[src/rtl/tq_pkg.sv]
package tq_pkg;

  localparam int NCH = 6;
  localparam logic [NCH-1:0] KP_PATTERN = 6'b100100;

  function automatic int unsigned ones6(input logic [NCH-1:0] v);
    int unsigned n;
    n = 0;
    for (int i = 0; i < NCH; i++) n += int'(v[i]);
    return n;
  endfunction

  function automatic logic is_pair(input logic [NCH-1:0] v);
    return ones6(v) == 2;
  endfunction

  function automatic int max2(input int a, input int b);
    return (a > b) ? a : b;
  endfunction

endpackage

[src/rtl/tq_frame_div.sv]
module tq_frame_div #(
  parameter int CLK_DIV = 287500
) (
  input  logic clk,
  input  logic rst,
  output logic tick
);
  localparam int DW = (CLK_DIV > 2) ? $clog2(CLK_DIV) : 1;
  localparam logic [DW-1:0] LAST = DW'(CLK_DIV - 1);

  logic [DW-1:0] cnt;

  assign tick = (cnt == LAST);

  always_ff @(posedge clk) begin
    if (rst)       cnt <= '0;
    else if (tick) cnt <= '0;
    else           cnt <= cnt + 1'b1;
  end
endmodule

[src/rtl/tq_run_tracker.sv]
module tq_run_tracker #(
  parameter int NCH = 6,
  parameter int MAX_RUN = 24,
  localparam int CW = $clog2(MAX_RUN + 1)
) (
  input  logic           clk,
  input  logic           rst,
  input  logic           tick,
  input  logic [NCH-1:0] pat,
  output logic [CW-1:0]  run_next
);
  localparam logic [CW-1:0] SAT = CW'(MAX_RUN);

  logic [NCH-1:0] prev_pat;
  logic [CW-1:0]  run;
  logic           same;

  assign same = (pat == prev_pat);

  always_comb begin
    if (!same)           run_next = CW'(1);
    else if (run == SAT) run_next = run;
    else                 run_next = run + 1'b1;
  end

  always_ff @(posedge clk) begin
    if (rst) begin
      prev_pat <= '0;
      run      <= '0;
    end else if (tick) begin
      prev_pat <= pat;
      run      <= run_next;
    end
  end
endmodule

[src/rtl/tq_decider.sv]
module tq_decider
  import tq_pkg::*;
#(
  parameter int DET_FRAMES    = 13,
  parameter int KP_DET_FRAMES = 24,
  parameter int PAUSE_FRAMES  = 9,
  parameter int ERR_FRAMES    = 3,
  parameter int CW            = 5
) (
  input  logic           clk,
  input  logic           rst,
  input  logic           tick,
  input  logic [NCH-1:0] pat,
  input  logic           long_kp,
  input  logic [CW-1:0]  run_next,
  output logic           ev_accept,
  output logic           ev_pause,
  output logic           ev_error,
  output logic [NCH-1:0] out_pat,
  output logic           valid,
  output logic           err
);
  localparam logic [CW-1:0] T_DET   = CW'(DET_FRAMES);
  localparam logic [CW-1:0] T_KP    = CW'(KP_DET_FRAMES);
  localparam logic [CW-1:0] T_PAUSE = CW'(PAUSE_FRAMES);
  localparam logic [CW-1:0] T_ERR   = CW'(ERR_FRAMES);

  logic [NCH-1:0] last_pair;
  logic           pat_zero, pat_pair, pat_bad;
  logic [CW-1:0]  need;

  assign pat_zero = (pat == '0);
  assign pat_pair = is_pair(pat);
  assign pat_bad  = !pat_zero && !pat_pair;
  assign need     = (long_kp && pat == KP_PATTERN) ? T_KP : T_DET;

  assign ev_pause  = tick && pat_zero && (run_next >= T_PAUSE);
  assign ev_accept = tick && pat_pair && (run_next >= need) && (pat != last_pair);
  assign ev_error  = tick && pat_bad && (run_next >= T_ERR);

  always_ff @(posedge clk) begin
    if (rst) begin
      last_pair <= '0;
      out_pat   <= '0;
      valid     <= 1'b0;
      err       <= 1'b0;
    end else if (ev_pause) begin
      last_pair <= '0;
      out_pat   <= '0;
      valid     <= 1'b0;
      err       <= 1'b0;
    end else if (ev_accept) begin
      last_pair <= pat;
      out_pat   <= pat;
      valid     <= 1'b1;
      err       <= 1'b0;
    end else if (ev_error) begin
      out_pat   <= '0;
      valid     <= 1'b0;
      err       <= 1'b1;
    end
  end
endmodule

[src/rtl/tone_pair_qual.sv]
module tone_pair_qual
  import tq_pkg::*;
#(
  parameter int CLK_DIV       = 287500,
  parameter int DET_FRAMES    = 13,
  parameter int KP_DET_FRAMES = 24,
  parameter int PAUSE_FRAMES  = 9,
  parameter int ERR_FRAMES    = 3
) (
  input  logic       clk,
  input  logic       rst,
  input  logic [5:0] tone_flags,
  input  logic       long_kp,
  output logic       frame_tick,
  output logic [5:0] pair_out,
  output logic       pair_valid,
  output logic       pair_error
);
  localparam int MAX_RUN = max2(max2(DET_FRAMES, KP_DET_FRAMES),
                                max2(PAUSE_FRAMES, ERR_FRAMES));
  localparam int CW = $clog2(MAX_RUN + 1);

  logic [CW-1:0] run_next;
  logic          ev_accept, ev_pause, ev_error;

  tq_frame_div #(.CLK_DIV(CLK_DIV)) u_div (
    .clk(clk), .rst(rst), .tick(frame_tick)
  );

  tq_run_tracker #(.NCH(NCH), .MAX_RUN(MAX_RUN)) u_run (
    .clk(clk), .rst(rst), .tick(frame_tick), .pat(tone_flags),
    .run_next(run_next)
  );

  tq_decider #(
    .DET_FRAMES(DET_FRAMES), .KP_DET_FRAMES(KP_DET_FRAMES),
    .PAUSE_FRAMES(PAUSE_FRAMES), .ERR_FRAMES(ERR_FRAMES), .CW(CW)
  ) u_dec (
    .clk(clk), .rst(rst), .tick(frame_tick), .pat(tone_flags),
    .long_kp(long_kp), .run_next(run_next),
    .ev_accept(ev_accept), .ev_pause(ev_pause), .ev_error(ev_error),
    .out_pat(pair_out), .valid(pair_valid), .err(pair_error)
  );
endmodule

[config.mk]
export PLATFORM = sky130hd
export DESIGN_NAME = tone_pair_qual
export DESIGN_NICKNAME = d
export VERILOG_FILES = /design/src/rtl/tq_pkg.sv /design/src/rtl/tq_frame_div.sv /design/src/rtl/tq_run_tracker.sv /design/src/rtl/tq_decider.sv /design/src/rtl/tone_pair_qual.sv
export SDC_FILE = /design/constraint.sdc
export NUM_CORES = 1
export LEC_CHECK = 0
export ABC_AREA = 1
export ABC_CLOCK_PERIOD_IN_PS = 2600
export BUFFER_PORTS_ARGS = -buffer_cell sky130_fd_sc_hd__buf_2
export CAP_MARGIN = 10
export CORE_ASPECT_RATIO = 0.7
export CORE_MARGIN = 2
export CORE_UTILIZATION = 54
export CTS_CLUSTER_DIAMETER = 50
export DETAILED_ROUTE_END_ITERATION = 8
export PLACE_DENSITY = 0.86
export SKIP_LAST_GASP = 1
export SYNTH_ARGS = -nofsm -noshare
export SYNTH_HDL_FRONTEND = slang
export SYNTH_SLANG_ARGS = --single-unit
[constraint.sdc]
create_clock -name clk -period 2.6 [get_ports clk]
set_clock_uncertainty 0.15 [all_clocks]
set_input_delay 0.13 -clock clk [delete_from_list [all_inputs] [get_ports clk]]
set_output_delay 0.13 -clock clk [all_outputs]
set_load 0.02 [all_outputs]
; ---- Word-level counts from Yosys, hierarchy flattened
; Cells that the tools add are included.
; W data, S select, Z words.
[totals]
in_bits = 9
ff_bits = 44
output_inout_bits = 9
word_cells = 46
[classes]
muxes = 7
eq_ne = 6
add_sub_neg = 7
order_cmp = 3
reduce_logical = 16
[ops]
columns = cell, count
row1 = $add A32 B1 Y32, 4
row2 = $eq A32 B2 Y1 const B, 1
row3 = $add A19 B1 Y19 const B, 1
row4 = $eq A19 B19 Y1 const B, 1
row5 = $mux W5, 3
row6 = $mux W6, 2
row7 = $logic_and A1 B1 Y1, 9
row8 = $eq A6 B6 Y1, 1
row9 = $eq A6 B6 Y1 const B, 1
row10 = $logic_not A6 Y1, 1
row11 = $ne A6 B6 Y1, 1
row12 = $add A5 B1 Y5 const B, 1
row13 = $eq A5 B5 Y1 const B, 1
row14 = $ge A5 B2 Y1 const B, 1
row15 = $ge A5 B4 Y1 const B, 1
row16 = $ge A5 B5 Y1, 1
row17 = $reduce_or A2 Y1, 2
row18 = $reduce_or A3 Y1, 1
row19 = $add A1 B1 Y2, 1
row20 = $logic_not A1 Y1, 2
row21 = $mux W1, 2
row22 = $reduce_bool A2 Y1, 1

; ---- Longest topological paths before layout
; Gate-level depths: netlist (run 1).
[logic_depth]
ltp_word = 12
mapped_depth = 19
mapped_depth_nobuf = 18

; ---- Modules after synthesis
; Synthesis (run 1) repeated with hierarchy kept, for this count alone.
[unflattened]
cells_unflattened = 406
area_unflattened_um2 = 2708.8
[by_module_without_submodules]
columns = module, n_inst, area_per_inst_um2, seq_area_each_um2, cells_each
row1 = tq_decider, 1, 1036.0, 280.3, 154
row2 = tq_frame_div, 1, 980.9, 380.4, 141
row3 = tq_run_tracker, 1, 691.9, 220.2, 111

; ---- Worst setup path before layout (run 1)
; No wires, ideal clock.
[synth_timing]
path_kind = input -> register
from = in tone_flags[0]
to = reg u_dec.last_pair[0]
setup_slack_ps = -227
arrival_time_ps = 2556
setup_ps = 121
cell_stages = 17
path_buffers = 1
required_time_ps = 2329
path_cell_list = inv_1 ha_1 inv_1 fa_1 inv_1 fa_1 inv_1 fa_1 nor2_1 nand2_1 inv_1 nand2_1 nor2_1 nand2_1 buf_6 nand2_1 o21ai_0
[synth_via]
elab_chain_len = 9
word_cells_on_any_way = 21
cone_classes = add/sub: 5 / order compare: 2 / eq/ne: 4 / mux: 2 / reduce/logical: 8
[synth_lines]
columns = element, line_no
row1 = from (decl), tone_pair_qual.sv:12  ; input logic [5:0] tone_flags,
row2 = $add A1 B1 Y2, tq_pkg.sv:9  ; for (int i = 0; i < NCH; i++) n += int'(v[i]);
row3 = $add A32 B1 Y32 (4 in series), tq_pkg.sv:9
row4 = $eq A32 B2 Y1, tq_pkg.sv:14  ; return ones6(v) == 2;
row5 = $logic_and A1 B1 Y1 (3 in series), tq_decider.sv:38  ; assign ev_accept = tick && pat_pair && (run_next >= need) && (pat != last_pair);
row6 = to (signal assigned), tq_decider.sv:53  ; last_pair <= pat;
row7 = to (decl), tq_decider.sv:28  ; logic [NCH-1:0] last_pair;
; Several ways; a longest one is shown, not always the timed one.
; A chain may end at the register's enable or synchronous reset.

; ---- Final worst setup path (run 1)
[layout_timing]
from = in tone_flags[0]
to = reg u_dec.out_pat[4]
[layout_via]
elab_chain_len = 11
word_cells_on_any_way = 29
cone_classes = add/sub: 5 / order compare: 3 / eq/ne: 4 / mux: 3 / reduce/logical: 14
[layout_lines]
columns = element, line_no
row1 = $add A1 B1 Y2, tq_pkg.sv:9
row2 = $add A32 B1 Y32 (4 in series), tq_pkg.sv:9
row3 = $eq A32 B2 Y1, tq_pkg.sv:14
row4 = $logic_not A1 Y1, tq_decider.sv:34  ; assign pat_bad = !pat_zero && !pat_pair;
row5 = $logic_and A1 B1 Y1, tq_decider.sv:34
row6 = $logic_and A1 B1 Y1 (2 in series), tq_decider.sv:39  ; assign ev_error = tick && pat_bad && (run_next >= T_ERR);
row7 = $reduce_bool A2 Y1 (no line), --
row8 = to (signal assigned), tq_decider.sv:54  ; out_pat <= pat;
row9 = to (decl), tq_decider.sv:19  ; output logic [NCH-1:0] out_pat,
; Several ways; a longest one is shown, not always the timed one.

==> flow_summary_export.csv, run 1 <==
group,metric,value,unit
worst_setup_path,criticalPathCategory,"input pin to flop",
grt,grt_pass1_wl,8921,microns
timing,final-hold-violation-count,0,
worst_setup_path,cp_cell_sequence,"buf_12, inv_12, ha_4, inv_2, fa_1, inv_2, fa_2, inv_2, fa_1, nor2_1, nand2_1, inv_1, nand2_1, nor2_2, nand2_2, buf_6, nor2_2, nand2_1, o21ai_1",
routing,drc,0,
placed_design,place.port_buffers,17,
clock_tree,ctsRootBufferMaster,"clkbuf_8",
power_and_ir_drop,switching_share,24.01,%
outcome,status,"complete, but fails checks",
placed_design,gp_congestion,0.9005,
worst_setup_path,ff2ff_setup_slack,-80,ps
outcome,violations,"setup timing",
flow_run,cap_violations,0,
routing,firstDrtPassIters,4,
grt,track_usage,23.03,%
yosys,yosys.cell_types.count,33,
power_and_ir_drop,p_int,0.9539,mW
power_and_ir_drop,leakage,1.217,nW
routing,dr_total_vias,2234,
power_and_ir_drop,comb_power_share,10.8,%
yosys,yosysSeqAreaShare,37.09,%
worst_hold_path,min_path_type,"input pin to flop",
worst_setup_path,critPathArrivalTime,2820,ps
floorplan,io_pins,18,
worst_setup_path,crit_buf_inv,7,
floorplan,start_util,55.50,%
timing,min_period,2740,ps
finish,area_delta_synth_final,19.39,%
timing,setup_viol,14,
yosys,synth_area,2375,sq um
timing,worst_slack,-139.9,ps
floorplan,die-area,4953,sq um
routing,via_per_inst,5.232,
finish,drive_above_1_share,19.35,%
floorplan,core_area,4279,sq um
worst_setup_path,cp-end-kind,"flop",
timing,maxSlewHeadroom,72.86,%
routing,wl,5404,microns
finish,layout_commonest_cell,"nand2_1",
yosys,netlist_instances,332,
worst_setup_path,startpoint_type,"input pin",
power_and_ir_drop,clockPowerShare,35.0,%
timing,worst_pin_slew,403.5,ps
placed_design,pre_cts_ws,-539.8,ps
finish,nFillCells,366,
timing,fmax,0.3650,GHz
floorplan,die_x,83.26,microns
clock_tree,cts_tree,"done",
placed_design,hpwlAfterDp,4082,microns
worst_setup_path,worstPathRequired,2680,ps
floorplan,die_h,59.49,microns
power_and_ir_drop,switching_power,0.3013,mW
floorplan,rows,20,
grt,overflow,0,
routing,antenna_left,0,
timing,period_share,105.4,%
clock_tree,h-tree-depth,2,
placed_design,placed_cells,416,
timing,whs,59.67,ps
yosys,ys_ff_latch,44,
timing,setup_tns,-1243,ps
worst_setup_path,crit_fanout,7,
clock_tree,cts_max_path_buffers,2,
finish,regArea,880.8,sq um
finish,finalNetCount,391,
clock_tree,clock_sinks,44,
routing,wl_per_cell,12.66,microns
worst_setup_path,slowest_delay,480,ps
yosys,synth_nets,352,
power_and_ir_drop,seq_power_share,54.2,%
clock_tree,cts_buffers,5,
power_and_ir_drop,ir_drop,0.3916,mV
grt,grt_start_max_net_pins,17,
grt,first_global_vias,2012,
finish,multi_input_area,1279,sq um
worst_setup_path,crit_path_top_delay_cell,"fa_1",
finish,finish.utilization,66.26,%
routing,drtIter0Drc,171,
clock_tree,clk_latency,300,ps
finish,antennaDiodeCount,0,
finish,final-instance-count-excl-fill,427,
power_and_ir_drop,pwr_density_cell,442.7,nW/um^2
worst_setup_path,crit_family,"adder cells",
finish,final_cell_mix,"nand2_1, inv_1, nor2_1",
timing,report.final.slew_viol_count,0,
yosys,yosysWarningCount,0,
grt,antenna_found_initial,0,
timing,rsz0062_at_grt,"yes",
yosys,synth_area_per_cell,7.153,sq um
clock_tree,path_clk_slew,80,ps
==> cell usage after synthesis, drive strengths merged <==
cell type / count / area (sq um)
inv: 61 / 229.0
nand2: 61 / 231.5
nor2: 56 / 222.7
dfxtp: 44 / 880.8
nand3: 19 / 110.1
xor2: 12 / 105.1
a21oi: 11 / 58.81
o21ai: 11 / 55.05
nand4: 9 / 56.30
ha: 8 / 100.1
nor4: 8 / 50.05
o22ai: 8 / 50.05
nor3: 4 / 35.03
clkbuf: 3 / 11.26
fa: 3 / 60.06
nor3b: 3 / 27.52
buf: 2 / 22.52
o21a: 2 / 15.01
o21bai: 2 / 15.01
a221oi: 1 / 8.760
nand3b: 1 / 7.510
o211ai: 1 / 7.510
o32ai: 1 / 8.760
or2: 1 / 6.260
==> routing by layer <==
layer | GRT usage, % | share of wire, % | wire, microns
met1 | 32.70 | 50 | 2678
met5 | 0 | 0 | 0
met3 | 4.875 | 4.4 | 237
met2 | 33.99 | 44 | 2398
met4 | 10.54 | 1.7 | 91
==> state kept, by name, indices dropped and copies added (netlist names) <==
signal / count
u_dec.last_pair: 6
u_dec.err: 1
u_run.run: 5
u_dec.valid: 1
u_run.prev_pat: 6
u_dec.out_pat: 6
u_div.cnt: 19
==> worst min-delay path: cells and delay by family <==
family | cells | cell delay (ps)
AOI/OAI and AO/OA | 1 | 70
buffers and inverters | 2 | 260
==> area by class of cell <==
class / instances / area share [%]
Clock buffer: 8 / 3.177
Tap cell: 55 / 2.427
Timing Repair Buffer: 37 / 9.444
Multi-Input combinational cell: 222 / 45.10
Sequential cell: 44 / 31.07
Inverter: 61 / 8.782
==> through the flow <==
| step | power, mW | instance area (sq um) |
|---|---|---|
| 2_1_floorplan | 0.7635 | 2417 |
| 6_report | 1.255 | 2835 |
| 3_5_place_dp | 0.8124 | 2665 |
| 3_3_place_gp | 0.8060 | 2665 |
| 5_1_grt | 1.311 | 2835 |
| 4_1_cts | 1.251 | 2790 |
==> kinds of logic (layout without fill, tap and decap cells) <==
kind of cell / count (synthesis) / in the layout / share of synthesized area (%)
AO/OA/AOI/OAI: 37 / 37 / 9.220
XOR/XNOR: 12 / 12 / 4.426
adder cells (fa/ha/maj): 11 / 11 / 6.744
buffers and inverters: 66 / 106 / 11.06
flip-flops: 44 / 44 / 37.09
AND/OR/NAND/NOR: 162 / 162 / 31.45
==> what timing repair did <==
item	4_1_cts	5_1_grt
endpoints found under the setup margin	14	14
endpoints found under the hold margin	0	0
pin swaps	6	4
gates resized for setup	10	10
buffers inserted	1	2
hold buffers	0	0
==> power by group through the flow <==
stage                     logic [mW]  registers, mW  clock network (mW)
after floorplan               0.0685          0.695                   0
after global placement         0.111          0.695                   0
after detailed placement       0.117          0.696                   0
after CTS                      0.122          0.680               0.449
after global routing           0.151          0.681               0.480
final                          0.136          0.680               0.440
==> final timing paths <==
| check | start | end | cells past startpoint |
|---|---|---|---|
| min | tone_flags[5] | u_run.prev_pat[5]$_SDFFE_PP0P_ | 3 |
| max reg2reg | u_run.run[0]$_SDFFE_PP0P_ | u_dec.out_pat[4]$_SDFFE_PP0P_ | 17 |
| max | tone_flags[0] | u_dec.out_pat[4]$_SDFFE_PP0P_ | 19 |
| min reg2reg | u_dec.out_pat[2]$_SDFFE_PP0P_ | u_dec.out_pat[2]$_SDFFE_PP0P_ | 2 |
(Power assumes the default switching activity.)
==> run 2: changes to the inputs <==
--- a/config.mk
+++ b/config.mk
@@ -11,10 +11,11 @@
 export CAP_MARGIN = 10
 export CORE_ASPECT_RATIO = 0.7
 export CORE_MARGIN = 2
-export CORE_UTILIZATION = 54
+export CORE_UTILIZATION = 56
+export CTS_BUF_LIST = sky130_fd_sc_hd__clkbuf_8
 export CTS_CLUSTER_DIAMETER = 50
 export DETAILED_ROUTE_END_ITERATION = 8
-export PLACE_DENSITY = 0.86
+export PLACE_DENSITY = 0.88
 export SKIP_LAST_GASP = 1
 export SYNTH_ARGS = -nofsm -noshare
 export SYNTH_HDL_FRONTEND = slang
==> flow_summary_export.csv, run 2 (same netlist as run 1, synthesis figures left out) <==
group,metric,value,unit
routing,drc,0,
floorplan,start_util,59.46,%
finish,final_cell_mix,"nand2_1, inv_1, nor2_1",
worst_hold_path,hold_path_end,"u_dec.out_pat[5]$_SDFFE_PP0P_",
placed_design,pre_cts_ws,-515.1,ps
worst_setup_path,cp_cell_sequence,"buf_12, inv_12, ha_4, inv_2, fa_1, inv_2, fa_2, inv_2, fa_1, nor2_1, nand2_1, inv_1, nand2_1, nor2_2, nand2_2, buf_6, nor2_2, nand2_1, o21ai_1",
finish,multi_input_area,1316,sq um
timing,maxSlewHeadroom,69.29,%
worst_setup_path,r2r-end,"u_dec.out_pat[2]$_SDFFE_PP0P_",
routing,drtIter0Drc,317,
outcome,violations,"setup timing",
routing,via_per_inst,5.533,
worst_setup_path,critPathArrivalTime,2790,ps
worst_setup_path,crit_family,"adder cells",
finish,final-instance-count-excl-fill,422,
clock_tree,cts_max_path_buffers,2,
finish,layout_commonest_cell,"nand2_1",
timing,period_share,104.1,%
finish,antennaDiodeCount,0,
routing,dr_total_vias,2335,
worst_hold_path,holdPathStages,3,
power_and_ir_drop,pwr_density_cell,479.7,nW/um^2
worst_hold_path,min_path_type,"input pin to flop",
worst_setup_path,slowest_delay,480,ps
grt,grt_start_max_net_pins,14,
grt,track_usage,26.47,%
power_and_ir_drop,switching_power,0.3157,mW
timing,worst_pin_slew,456.4,ps
finish,drive_above_1_share,21.08,%
clock_tree,holdBufCountCts,0,
power_and_ir_drop,seq_power_share,49.1,%
placed_design,place.port_buffers,17,
grt,grt_pass1_wl,9480,microns
power_and_ir_drop,clockPowerShare,41.7,%
grt,antenna_found_initial,0,
worst_hold_path,hp-start,"tone_flags[5]",
power_and_ir_drop,ir_drop,0.3213,mV
placed_design,placed_cells,413,
placed_design,hpwlAfterDp,4063,microns
timing,fmax,0.3695,GHz
worst_setup_path,crit_fanout,6,
worst_setup_path,r2r-start,"u_run.run[0]$_SDFFE_PP0P_",
floorplan,die_x,81.84,microns
worst_setup_path,crit_buf_inv,7,
floorplan,die-area,4786,sq um
power_and_ir_drop,switching_share,22.80,%
outcome,status,"complete, but fails checks",
clock_tree,clk_latency,300,ps
grt,first_global_vias,2075,
clock_tree,ctsRootBufferMaster,"clkbuf_8",
routing,antenna_left,0,
clock_tree,cts_tree,"done",
placed_design,place_area,2661,sq um
worst_setup_path,crit_path_top_delay_cell,"fa_1",
clock_tree,h-tree-depth,2,
power_and_ir_drop,leakage,1.231,nW
worst_setup_path,worstPathRequired,2680,ps
floorplan,rows,19,
floorplan,io_pins,18,
finish,finalNetCount,389,
clock_tree,clock_sinks,44,
timing,whs,60.46,ps
worst_setup_path,startpoint_type,"input pin",
power_and_ir_drop,comb_power_share,9.2,%
timing,report.final.slew_viol_count,0,
finish,nFillCells,304,
finish,stdcell_area,2887,sq um
clock_tree,cts_buffers,5,
worst_setup_path,criticalPathCategory,"input pin to flop",
placed_design,gp_congestion,0.9446,
worst_setup_path,worstRegToRegCells,17,
grt,overflow,0,
timing,worst_slack,-106.4,ps
routing,wl_per_cell,14.26,microns
routing,firstDrtPassIters,5,
routing,wl,6016,microns
finish,regArea,880.8,sq um
finish,largest_reg_flops,19,
timing,rsz0062_at_grt,"yes",
power_and_ir_drop,p_int,1.069,mW
worst_setup_path,cp-end-kind,"flop",
timing,setup_viol,11,
power_and_ir_drop,p_total,1.385,mW
timing,final-hold-violation-count,0,
finish,regMostFlops,"u_div.cnt",
floorplan,core_area,3994,sq um
worst_setup_path,ff2ff_setup_slack,0,ps
flow_run,cap_violations,0,
clock_tree,path_clk_slew,80,ps
finish,area_delta_synth_final,21.55,%
floorplan,die_h,58.49,microns
timing,min_period,2706,ps
-- run 2: cell count changes in the layout (fill, tap and decap cells not counted), sizes merged --
cell / delta
bufinv: +1
clkbuf: -1
buf: -2
-- run 2: per-stage QoR --
stage | TNS (ps) | util, %
finish | -680.1 | 72.27
global route | -2409 | 72.27
CTS | -305.9 | 71.21
detailed placement | -6571 | 66.64
global placement | -5071 | 66.64
floorplan | -1246 | -
-- run 2: cell type report --
type	instances	area share, %
multi-input cells	222	45.60
clock inverters	1	1.040
flip-flops and latches	44	30.52
repair buffers	35	8.626
well taps	52	2.254
inverters	61	8.626
clock buffers	7	3.338
-- run 2: power groups by stage --
stage	Sequential, mW	Clock, mW	Combinational, mW
global route	0.681	0.608	0.140
floorplan	0.695	0	0.0685
CTS	0.680	0.580	0.122
finish	0.680	0.578	0.127
detailed placement	0.696	0	0.115
global placement	0.695	0	0.110
-- run 2: worst reg2reg max path, delay by kind of cell, from the launching register on --
family,cells,cell delay [ps]
AOI/OAI and AO/OA,1,100
xor gates and xnor gates,1,140
adders and majority gates,2,500
buffers and inverters,4,410
DFF,1,320
and+or+nand+nor,9,920
-- run 2: worst max-delay path by stage --
stage                              from                              end  depth (start not counted)
final                     tone_flags[0]    u_dec.out_pat[2]$_SDFFE_PP0P_                         19
after global routing      tone_flags[0]  u_dec.last_pair[2]$_SDFFE_PP0P_                         19
after CTS                 tone_flags[0]    u_dec.out_pat[1]$_SDFFE_PP0P_                         19
after detailed placement  tone_flags[0]    u_dec.out_pat[1]$_SDFFE_PP0P_                         19
after global placement    tone_flags[0]    u_dec.out_pat[1]$_SDFFE_PP0P_                         19
after floorplan           tone_flags[0]    u_dec.out_pat[3]$_SDFFE_PP0P_                         18
-- run 2: metal layers --
metal / track usage, % / vias up / share of wire [%] / routed length (microns)
li1: - / 1134 / - / -
met1: 36.79 / 1069 / 45 / 2704
met2: 39.26 / 112 / 45 / 2722
met3: 5.368 / 20 / 7.5 / 452
met4: 13.57 / 0 / 2.3 / 137
met5: 0 / - / 0 / 0
-- run 2: repair_timing --
item                                    in CTS  in global routing
pin swaps                                   10                 12
gates resized for setup                     16                 13
buffers inserted                             2                  1
endpoints found under the setup margin      14                 14
cloned                                       0                  0
